**src/rtl/elb_pkg.sv**
```systemverilog
package elb_pkg;
  typedef enum logic [0:0] {ST_IDLE, ST_PHASE} elb_state_e;
endpackage

```
**src/rtl/elb_lane_decode.sv**
```systemverilog
module elb_lane_decode #(
  parameter int NLANE = 8,
  parameter int PLANE = 4,
  parameter int AW    = 3
) (
  input  logic [AW-1:0]    addr,
  input  logic [AW-1:0]    size,
  input  logic             burst,
  output logic [NLANE-1:0] mask
);
  localparam int CW = AW + 1;

  logic [CW-1:0] lo, nb, hi;

  assign lo = {1'b0, addr};
  assign nb = (size == '0) ? CW'(NLANE) : {1'b0, size};
  assign hi = lo + nb;

  for (genvar k = 0; k < NLANE; k++) begin : g_lane
    logic in_rng, in_word;
    assign in_rng  = (CW'(k) >= lo) && (CW'(k) < hi);
    assign in_word = ((k / PLANE) == (int'(addr) / PLANE));
    assign mask[k] = burst ? in_word : in_rng;
  end
endmodule

```
**src/rtl/elb_lane_swap.sv**
```systemverilog
module elb_lane_swap #(
  parameter int IDAT_W = 64,
  parameter int PDAT_W = 32,
  parameter int WSEL   = 1
) (
  input  logic [IDAT_W-1:0] data,
  input  logic [WSEL-1:0]   sel,
  output logic [PDAT_W-1:0] word
);
  localparam int PLANE = PDAT_W / 8;

  always_comb begin
    word = '0;
    for (int j = 0; j < PLANE; j++) begin
      word[8*j +: 8] = data[IDAT_W-8-8*(int'(sel)*PLANE+j) +: 8];
    end
  end
endmodule

```
**src/rtl/elb_wb_counter.sv**
```systemverilog
module elb_wb_counter #(
  parameter int WB_DEPTH = 8,
  parameter int CW       = $clog2(WB_DEPTH + 1)
) (
  input  logic          clk,
  input  logic          rst,
  input  logic          inc,
  input  logic          dec,
  output logic [CW-1:0] cnt
);
  logic dec_ok;
  assign dec_ok = dec && (cnt != '0);

  always_ff @(posedge clk) begin
    if (rst) begin
      cnt <= '0;
    end else if (inc && !dec_ok) begin
      cnt <= cnt + 1'b1;
    end else if (!inc && dec_ok) begin
      cnt <= cnt - 1'b1;
    end
  end
endmodule

```
**src/rtl/elb_lane_bridge.sv**
```systemverilog
module elb_lane_bridge #(
  parameter int IDAT_W   = 64,
  parameter int PDAT_W   = 32,
  parameter int WB_DEPTH = 8
) (
  input  logic                        clk,
  input  logic                        rst,
  input  logic                        req_valid,
  output logic                        req_ready,
  input  logic [$clog2(IDAT_W/8)-1:0] req_addr,
  input  logic [$clog2(IDAT_W/8)-1:0] req_size,
  input  logic                        req_write,
  input  logic                        req_burst,
  input  logic [IDAT_W-1:0]           req_wdata,
  output logic                        cpl_valid,
  output logic [IDAT_W-1:0]           cpl_rdata,
  output logic                        ph_valid,
  input  logic                        ph_ready,
  output logic [$clog2(IDAT_W/8)-1:0] ph_addr,
  output logic [PDAT_W/8-1:0]         ph_be_n,
  output logic [PDAT_W-1:0]           ph_data,
  output logic                        ph_write,
  output logic                        ph_burst,
  input  logic [PDAT_W-1:0]           ph_rdata,
  input  logic                        wb_drain
);
  import elb_pkg::*;

  localparam int NLANE = IDAT_W / 8;
  localparam int PLANE = PDAT_W / 8;
  localparam int NWORD = NLANE / PLANE;
  localparam int AW    = $clog2(NLANE);
  localparam int WSEL  = (NWORD > 1) ? $clog2(NWORD) : 1;
  localparam int CW    = $clog2(WB_DEPTH + 1);

  elb_state_e        state_q;
  logic [NLANE-1:0]  req_mask, mask_q;
  logic [IDAT_W-1:0] data_q;
  logic [WSEL-1:0]   word_q, req_word, nxt_word;
  logic [PLANE-1:0]  nxt_lanes;
  logic [PDAT_W-1:0] req_swap, nxt_swap;
  logic [CW-1:0]     wb_cnt;
  logic              nxt_has, accept, ph_fire, wb_full;

  assign req_word  = WSEL'(int'(req_addr) / PLANE);
  assign nxt_word  = word_q + 1'b1;
  assign nxt_lanes = mask_q[int'(nxt_word)*PLANE +: PLANE];
  assign nxt_has   = (int'(word_q) < NWORD - 1) && (|nxt_lanes);

  assign wb_full   = int'(wb_cnt) > (WB_DEPTH - NWORD);
  assign req_ready = (state_q == ST_IDLE)
                   && !(req_burst && (wb_cnt != '0))
                   && !(req_write && wb_full);
  assign accept    = req_valid && req_ready;
  assign ph_fire   = ph_valid && ph_ready;

  elb_lane_decode #(.NLANE(NLANE), .PLANE(PLANE), .AW(AW)) u_decode (
    .addr (req_addr),
    .size (req_size),
    .burst(req_burst),
    .mask (req_mask)
  );

  elb_lane_swap #(.IDAT_W(IDAT_W), .PDAT_W(PDAT_W), .WSEL(WSEL)) u_swap_req (
    .data(req_wdata),
    .sel (req_word),
    .word(req_swap)
  );

  elb_lane_swap #(.IDAT_W(IDAT_W), .PDAT_W(PDAT_W), .WSEL(WSEL)) u_swap_nxt (
    .data(data_q),
    .sel (nxt_word),
    .word(nxt_swap)
  );

  elb_wb_counter #(.WB_DEPTH(WB_DEPTH), .CW(CW)) u_wbcnt (
    .clk(clk),
    .rst(rst),
    .inc(ph_fire && ph_write),
    .dec(wb_drain),
    .cnt(wb_cnt)
  );

  always_ff @(posedge clk) begin
    if (rst) begin
      state_q   <= ST_IDLE;
      ph_valid  <= 1'b0;
      cpl_valid <= 1'b0;
      cpl_rdata <= '0;
      mask_q    <= '0;
      data_q    <= '0;
      word_q    <= '0;
      ph_addr   <= '0;
      ph_be_n   <= '1;
      ph_data   <= '0;
      ph_write  <= 1'b0;
      ph_burst  <= 1'b0;
    end else begin
      cpl_valid <= 1'b0;
      case (state_q)
        ST_IDLE: begin
          if (accept) begin
            mask_q    <= req_mask;
            data_q    <= req_wdata;
            word_q    <= req_word;
            ph_valid  <= 1'b1;
            ph_addr   <= AW'(int'(req_word) * PLANE);
            ph_be_n   <= ~req_mask[int'(req_word)*PLANE +: PLANE];
            ph_data   <= req_swap;
            ph_write  <= req_write;
            ph_burst  <= req_burst;
            cpl_rdata <= '0;
            state_q   <= ST_PHASE;
          end
        end
        default: begin
          if (ph_fire) begin
            if (!ph_write) begin
              for (int j = 0; j < PLANE; j++) begin
                if (!ph_be_n[j]) begin
                  cpl_rdata[IDAT_W-8-8*(int'(word_q)*PLANE+j) +: 8] <= ph_rdata[8*j +: 8];
                end
              end
            end
            if (nxt_has) begin
              word_q  <= nxt_word;
              ph_addr <= AW'(int'(nxt_word) * PLANE);
              ph_be_n <= ~nxt_lanes;
              ph_data <= nxt_swap;
            end else begin
              ph_valid  <= 1'b0;
              cpl_valid <= 1'b1;
              state_q   <= ST_IDLE;
            end
          end
        end
      endcase
    end
  end
endmodule

```
**config.mk**
```make
export PLATFORM = sky130hd
export DESIGN_NAME = elb_lane_bridge
export DESIGN_NICKNAME = d
export VERILOG_FILES = /design/src/rtl/elb_pkg.sv /design/src/rtl/elb_lane_decode.sv /design/src/rtl/elb_lane_swap.sv /design/src/rtl/elb_wb_counter.sv /design/src/rtl/elb_lane_bridge.sv
export SDC_FILE = /design/constraint.sdc
export NUM_CORES = 1
export LEC_CHECK = 0
export BUFFER_PORTS_ARGS = -buffer_cell sky130_fd_sc_hd__buf_2
export CORE_ASPECT_RATIO = 1.4
export CORE_MARGIN = 5
export CORE_UTILIZATION = 40
export DETAILED_ROUTE_END_ITERATION = 12
export PLACE_DENSITY_LB_ADDON = 0.15
export SYNTH_ARGS = -nofsm -noshare
export SYNTH_HDL_FRONTEND = slang
export SYNTH_SLANG_ARGS = --single-unit
```
**constraint.sdc**
```tcl
create_clock -name clk -period 5.1 [get_ports clk]
set_clock_uncertainty 0.1 [all_clocks]
set_input_delay 0.51 -clock clk [delete_from_list [all_inputs] [get_ports clk]]
set_output_delay 0.51 -clock clk [all_outputs]
set_load 0.03 [all_outputs]
```
---- Word-level counts from Yosys, hierarchy flattened ----
Cells that the tools add are included.
operators by class
  add/subtract/negate cells ............... 29
  magnitude comparators ................... 18
  equal/unequal tests ..................... 4
  shift operators ......................... 18
  multiplexer cells ....................... 60
  bitwise operators ....................... 4
  reductions and logical operators ........ 34
operators with widths
  cell                     number
  $mux 64                  20
  $shiftx 64x32->8         8
  $bwmux 64                4
  $shift 8x33->64 const A  4
  $shiftx 8x33->64         4
  $sub 7x32->32 const A    6
  $mux 32                  4
  $neg 8->33               3
  $neg 7->33               1
  $logic_not 32->1         1
  $mux 4                   7
  $add 3x2->4 const B      6
  $sub 6x7->8 const A      3
  $mux 1                   21
  $sub 6x6->7 const A      3
  $logic_and 1x1->1        19
  $lt 3x4->1 const A       4
  $shiftx 8x4->4           2
  $add 3x1->4 const B      3
  $ge 3x3->1 const A       4
  $mux 3                   4
  $reduce_and 3->1         3
  $lt 1x4->1 const A       2
  $lt 2x4->1 const A       2
  other kinds (19)         29
word-level totals
  flip-flop bits (word level) ............. 185
  bits of input ports ..................... 109
  output and inout port bits .............. 108
  logic and storage cells ................. 180

---- Depth between registers and ports, before layout ----
  depth in word-level cells ............... 26
  mapped depth ............................ 9
  depth with buffers taken out ............ 9

---- Cells and area by module ----
Synthesis repeated with hierarchy kept, for this count alone.
unflattened totals
  cells, all modules ...................... 963
  area total of the unflattened synthesis .. 9004.9 um^2
by module, submodules not included
  module           times used  cells each  area an instance (um^2)  sequential area each (um^2)
  elb_lane_bridge  1           826         7398.3                   3563.4
  elb_lane_swap    2           36          544.3                    0.0
  elb_lane_decode  1           38          267.8                    0.0
  elb_wb_counter   1           27          250.2                    80.1

---- Least setup slack after synthesis ----
No wires, ideal clock.
  path type ............................... input-to-reg
  from .................................... input port req_size[1]
  to ...................................... register ph_be_n[3]
  library setup time ...................... 0.070 ns
  data arrival time ....................... 2.171 ns
  required time ........................... 4.930 ns
  slack ................................... 2.759 ns
  cell stages on the path ................. 7
  path buffers ............................ 1
  cell sequence ........................... clkbuf_1 > ha_1 > a21o_1 > a2111oi_0 > nor2_1 > o311a_1 > o21bai_1
on the way
  word-level cells in the longest chain between the ends .. 10
  elaborated cells on any way between the ends .. 13
  classes of those cells .................. add/sub: 1; order compare: 2; shift: 1; mux: 5; bitwise: 1; reduce/logical: 3
ends and longest elaborated chain
  element                                   line                    text
  start: declaration                        elb_lane_bridge.sv:11   input logic [$clog2(IDAT_W/8)-1:0] req_size,
  $logic_not 3->1                           elb_lane_decode.sv:16   assign nb = (size == '0) ? CW'(NLANE) : {1'b0, size};
  $mux 4 *                                  elb_lane_decode.sv:16
  $add 3x4->4 *                             elb_lane_decode.sv:17   assign hi = lo + nb;
  $lt 2x4->1 or $lt 3x4->1 (tied branches)  elb_lane_decode.sv:21   assign in_rng = (CW'(k) >= lo) && (CW'(k) < hi);
  $logic_and 1x1->1                         elb_lane_decode.sv:21
  $mux 1                                    elb_lane_decode.sv:23   assign mask[k] = burst ? in_word : in_rng;
  $shiftx 8x4->4 *                          elb_lane_bridge.sv:108  ph_be_n <= ~req_mask[int'(req_word)*PLANE +: PLANE];
  $not 4->4 *                               elb_lane_bridge.sv:108
  $mux 4 *                                  elb_lane_bridge.sv:102  if (accept) begin
  $mux 4 *                                  elb_lane_bridge.sv:100  case (state_q)
  end signal: assignment                    elb_lane_bridge.sv:108
  end signal: assignment                    elb_lane_bridge.sv:128  ph_be_n <= ~nxt_lanes;
  end: declaration                          elb_lane_bridge.sv:20   output logic [PDAT_W/8-1:0] ph_be_n,
Every way passes the cells marked *; elsewhere a longest branch is shown, timed or not. The select of a mux whose other input is x is not followed.
A chain may end at the register's enable or synchronous reset.

---- Final worst setup path ----
  from .................................... register state_q
  to ...................................... register ph_data[14]
on the way
  word-level cells in the longest chain between the ends .. 6
  elaborated cells on any way between the ends .. 9
  classes of those cells .................. eq/ne: 2; mux: 1; bitwise: 1; reduce/logical: 5
ends and longest elaborated chain
  element                      line                    text
  start: declaration           elb_lane_bridge.sv:36   elb_state_e state_q;
  start signal: assignment     elb_lane_bridge.sv:86   state_q <= ST_IDLE;
  start signal: assignment     elb_lane_bridge.sv:113  state_q <= ST_PHASE;
  start signal: assignment     elb_lane_bridge.sv:133  state_q <= ST_IDLE;
  $not 1->1 (no line)          -
  $logic_and 1x1->1            elb_lane_bridge.sv:52   && !(req_burst && (wb_cnt != '0))
  $logic_and 1x1->1            elb_lane_bridge.sv:53   && !(req_write && wb_full);
  $logic_and 1x1->1            elb_lane_bridge.sv:54   assign accept = req_valid && req_ready;
  $reduce_bool 2->1 (no line)  -
  $reduce_and 3->1 (no line)   -
  end signal: assignment       elb_lane_bridge.sv:109  ph_data <= req_swap;
  end signal: assignment       elb_lane_bridge.sv:129  ph_data <= nxt_swap;
  end: declaration             elb_lane_bridge.sv:21   output logic [PDAT_W-1:0] ph_data,
Several ways; a longest one is shown, not always the timed one.

==> impl_results.md <==
- Post-CTS Hold Buffers: 0
- Critical Path Source Type: flop
- Sequential Power Share: 0.406
- Power Internal: 2.804 mW
- Post-CTS Repair Setup Buffers: 0
- R2r setup slk: 1.97 ns
- Post-synth EDFFs: 0
- RR Endpoint: ph_data[14]$_SDFFE_PP0P_
- Cell Area, Synth: 7802 sq um
- P_leak: 3.797 nW
- Core Util, Final: 0.4923
- Post-Place Setup Slack: 1.939 ns
- Total number of vias: 7247
- PortBufs: 214
- NumNets Final: 1226
- Final setup violation count: 0
- RSZ-0062 raised after global routing: no
- Flops & latches, synth: 182
- Status: completed
- Hold Path Class: in2reg
- Drt pass-1 iters: 4
- Total power: 4.591 mW
- Pwr Density: 485.3 nW/um^2
- Hpwl dp: 15010 um
- Nature of the critical path endpoint: flop
- Adder and majority gate portion of the synthesized area: 0.01475
- Register area share after synthesis: 0.4670
- Final min period: 3.135 ns
- Clock tree root buffer cell: clkbuf_16
- VDD IR-drop max: 0.2688 mV
- Crit Reg-Reg Startpoint: state_q$_SDFF_PP0_
- Largest net degree at the start of global routing: 137
- Psw: 1.787 mW
- Bufs on Longest Clock Path: 2
- Crit-path cells: inv_1, nor2_4, a21o_2, buf_4, nor2_1, a311oi_1
- Crit-path leading delay family: flip-flops
- Detail Route Antenna Nets: 0
- Synth cell types: 51
- Detailed Route WL: 22490 um
- Sw frac: 0.3892
- Initial antenna violation count: 3
- Post-Synth XOR/XNOR Area: 0.006735
- Wire per inst: 16.43 um
- Clock power share: 0.273
- FFs w/ async S/R, synth: 0
- Post-route DRC: 0
- Die Footprint: 22440 sq um
- Layout cells sized above 1: 0.2391
- Main synth FF type: dfxtp_1
- WP buf/inv: 2
- First-pass GRT wire length: 36000 um
- Min setup slack post-route: 1.965 ns
- Clock tree from TritonCTS: done
- Post-synthesis simple-gate area fraction: 0.2088
- CP Launch Point: state_q$_SDFF_PP0_
- Clock sinks: 182
- Worst EP required: 5.33 ns
- Placement Rows: 60
- Post-CTS sizing: 0
- Total GRT Usage: 0.1955
- Die H: 175.3 um
- Period utilization: 0.6147
- Reg clk slew, reported paths: 0.07 ns
- Final hold violations: 0
- Kind of critical path: reg2reg
- Maximum fanout along the worst path: 40
- Vias/cell: 5.294
- Initial Util: 0.4060
- Actual slew at the worst max-slew pin: 1.042 ns
- Max Cap Viol: 0
- Max-slew headroom: 0.3053
- Ys Warns: 0
- GRT overflow: 0
- Worst Path Arrival: 3.36 ns
- H-tree Lvls: 4
- Core Area: 19220 sq um
- Diodes inserted: 0
- Max-slew violations: 0
- Die width: 128.0 um
- Compound-cell area share of the yosys netlist: 0.2441
- DR iter-0 viols: 498
- Max incr delay on CP: 0.84 ns
- Cell count along the critical path: 6
- Post-synthesis average cell area: 8.239 sq um
- Skew-Pair Late Insertion Delay: 0.42 ns
- Combinational family with the most area after synthesis: compound AO/OA/AOI/OAI gates
- Mux contribution to synthesized area: 0.006575
- CTS buffer count: 17
- Routability Congestion: 0.7687
- Worst Reg-to-Reg Cells: 6
- Vias in the first global route: 6968
- Fmax: 319.0 MHz
- Combinational power share: 0.321
- Number of I/O pins: 217
- Area Overhead vs Synth: 21.25%
- Fillers: 1971
- Crit path max-delay cell type: dfxtp_1
- Setup_tns: 0 ns
- Worst Setup EP: ph_data[14]$_SDFFE_PP0P_
- Post-synthesis cell count: 947
## cell families after synthesis
group                      Yosys count
AOI/OAI and AO/OA                  293
muxes                                5
DFF                                182
adders and majority gates            8
xor gates and xnor gates             6
buffers and inverters               90
and+or+nand+nor                    362
other                                1
## cell usage in the layout (no fill, tap or decap), types with 3 or more instances in the layout
master / Yosys / layout
nand2_1: 195 / 195
o211ai_1: 3 / 3
clkbuf_16: 0 / 17
inv_6: 0 / 4
ha_1: 6 / 6
or3_1: 49 / 49
nor3_1: 8 / 8
dfxtp_1: 182 / 182
nand2b_1: 29 / 29
o21ai_2: 6 / 6
a22oi_1: 64 / 64
nand3_1: 3 / 3
buf_4: 3 / 9
mux2i_1: 4 / 4
a21oi_1: 137 / 137
buf_2: 19 / 213
o21ai_0: 17 / 17
a211oi_1: 3 / 3
nor2_2: 0 / 3
a2111oi_0: 3 / 3
a22o_1: 10 / 10
a32o_1: 3 / 3
nor4_1: 3 / 3
xnor2_1: 4 / 4
inv_1: 9 / 9
nor2_1: 61 / 58
a311oi_1: 32 / 32
nand4b_1: 4 / 4
## registers in the layout, indices dropped and copies added (netlist names), 4 cells and up
| signal | cells |
|---|---|
| ph_data | 32 |
| u_wbcnt.cnt | 4 |
| mask_q | 8 |
| data_q | 64 |
| ph_be_n | 4 |
| cpl_rdata | 64 |
## power by group through the flow
stage	Clock [mW]	Combinational, mW	Sequential (mW)
after floorplan	0	0.926	2.04
after global placement	0	1.48	1.89
after detailed placement	0	1.49	1.90
after CTS	1.29	1.49	1.87
after global routing	1.34	1.63	1.90
final	1.25	1.47	1.86
## worst min path at each step
stage	start	cells past startpoint	end	slack, ns
after floorplan	mask_q[2]$_SDFFE_PP0P_	2	mask_q[2]$_SDFFE_PP0P_	0.33
after global placement	cpl_rdata[39]$_SDFFE_PP0P_	2	cpl_rdata[39]$_SDFFE_PP0P_	0.34
after detailed placement	cpl_rdata[41]$_SDFFE_PP0P_	2	cpl_rdata[41]$_SDFFE_PP0P_	0.34
after CTS	ph_rdata[5]	2	cpl_rdata[29]$_SDFFE_PP0P_	0.20
after global routing	ph_rdata[7]	2	cpl_rdata[63]$_SDFFE_PP0P_	0.21
final	req_wdata[18]	3	data_q[18]$_SDFFE_PP0P_	0.22
## worst register-to-register path, cell delays in order, from the launching register on
cell,delay [ns]
dfxtp_1,0.84
inv_1,0.32
nor2_4,0.37
a21o_2,0.55
buf_4,0.49
nor2_1,0.10
a311oi_1,0.26
## cell type report
class | instances | area [sq um] | share of cell area
flip-flops and latches | 182 | 3643 | 0.3851
repair buffers | 223 | 1145 | 0.1210
multi-input cells | 676 | 3776 | 0.3992
clock inverters | 12 | 118.9 | 0.01256
inverters | 9 | 33.78 | 0.003571
well taps | 248 | 310.3 | 0.03280
clock buffers | 19 | 432.9 | 0.04576
## Yosys cell counts (all sizes together), types with 3 or more instances
| library cell | instances | share of area |
|---|---|---|
| or3 | 49 | 0.039 |
| nand2 | 195 | 0.094 |
| nand2b | 29 | 0.023 |
| a311oi | 32 | 0.036 |
| a22oi | 64 | 0.062 |
| xnor2 | 4 | 0.0045 |
| nand3 | 3 | 0.0019 |
| o21ai | 24 | 0.018 |
| a32o | 3 | 0.0038 |
| mux2i | 4 | 0.0051 |
| inv | 9 | 0.0043 |
| o211ai | 3 | 0.0029 |
| a21o | 3 | 0.0029 |
| ha | 6 | 0.0096 |
| nor3 | 8 | 0.0051 |
| a2111oi | 3 | 0.0034 |
| dfxtp | 182 | 0.47 |
| buf | 27 | 0.021 |
| a211oi | 3 | 0.0029 |
| a22o | 10 | 0.011 |
| nand4b | 4 | 0.0045 |
| nor4 | 3 | 0.0024 |
| clkbuf | 54 | 0.026 |
| nor2 | 62 | 0.031 |
| a21oi | 137 | 0.088 |
## layer usage
metal	global-route usage	wire length, um	up-vias
met5	0	34	-
met4	0.06637	455	6
met3	0.05354	1441	35
met2	0.3346	11100	177
met1	0.2350	9461	3363
li1	-	-	3666
## through the flow
| step | instance area, sq um | cells | hold WS (ns) |
|---|---|---|---|
| finish | 9460 | 1369 | 0.2241 |
| global placement | 8909 | 1338 | 0.3366 |
| global route | 9460 | 1369 | 0.2089 |
| floorplan | 7806 | 948 | 0.3316 |
| detailed placement | 8909 | 1338 | 0.3430 |
| CTS | 9460 | 1369 | 0.1993 |
No activity file was read; power rests on OpenSTA's default activity.
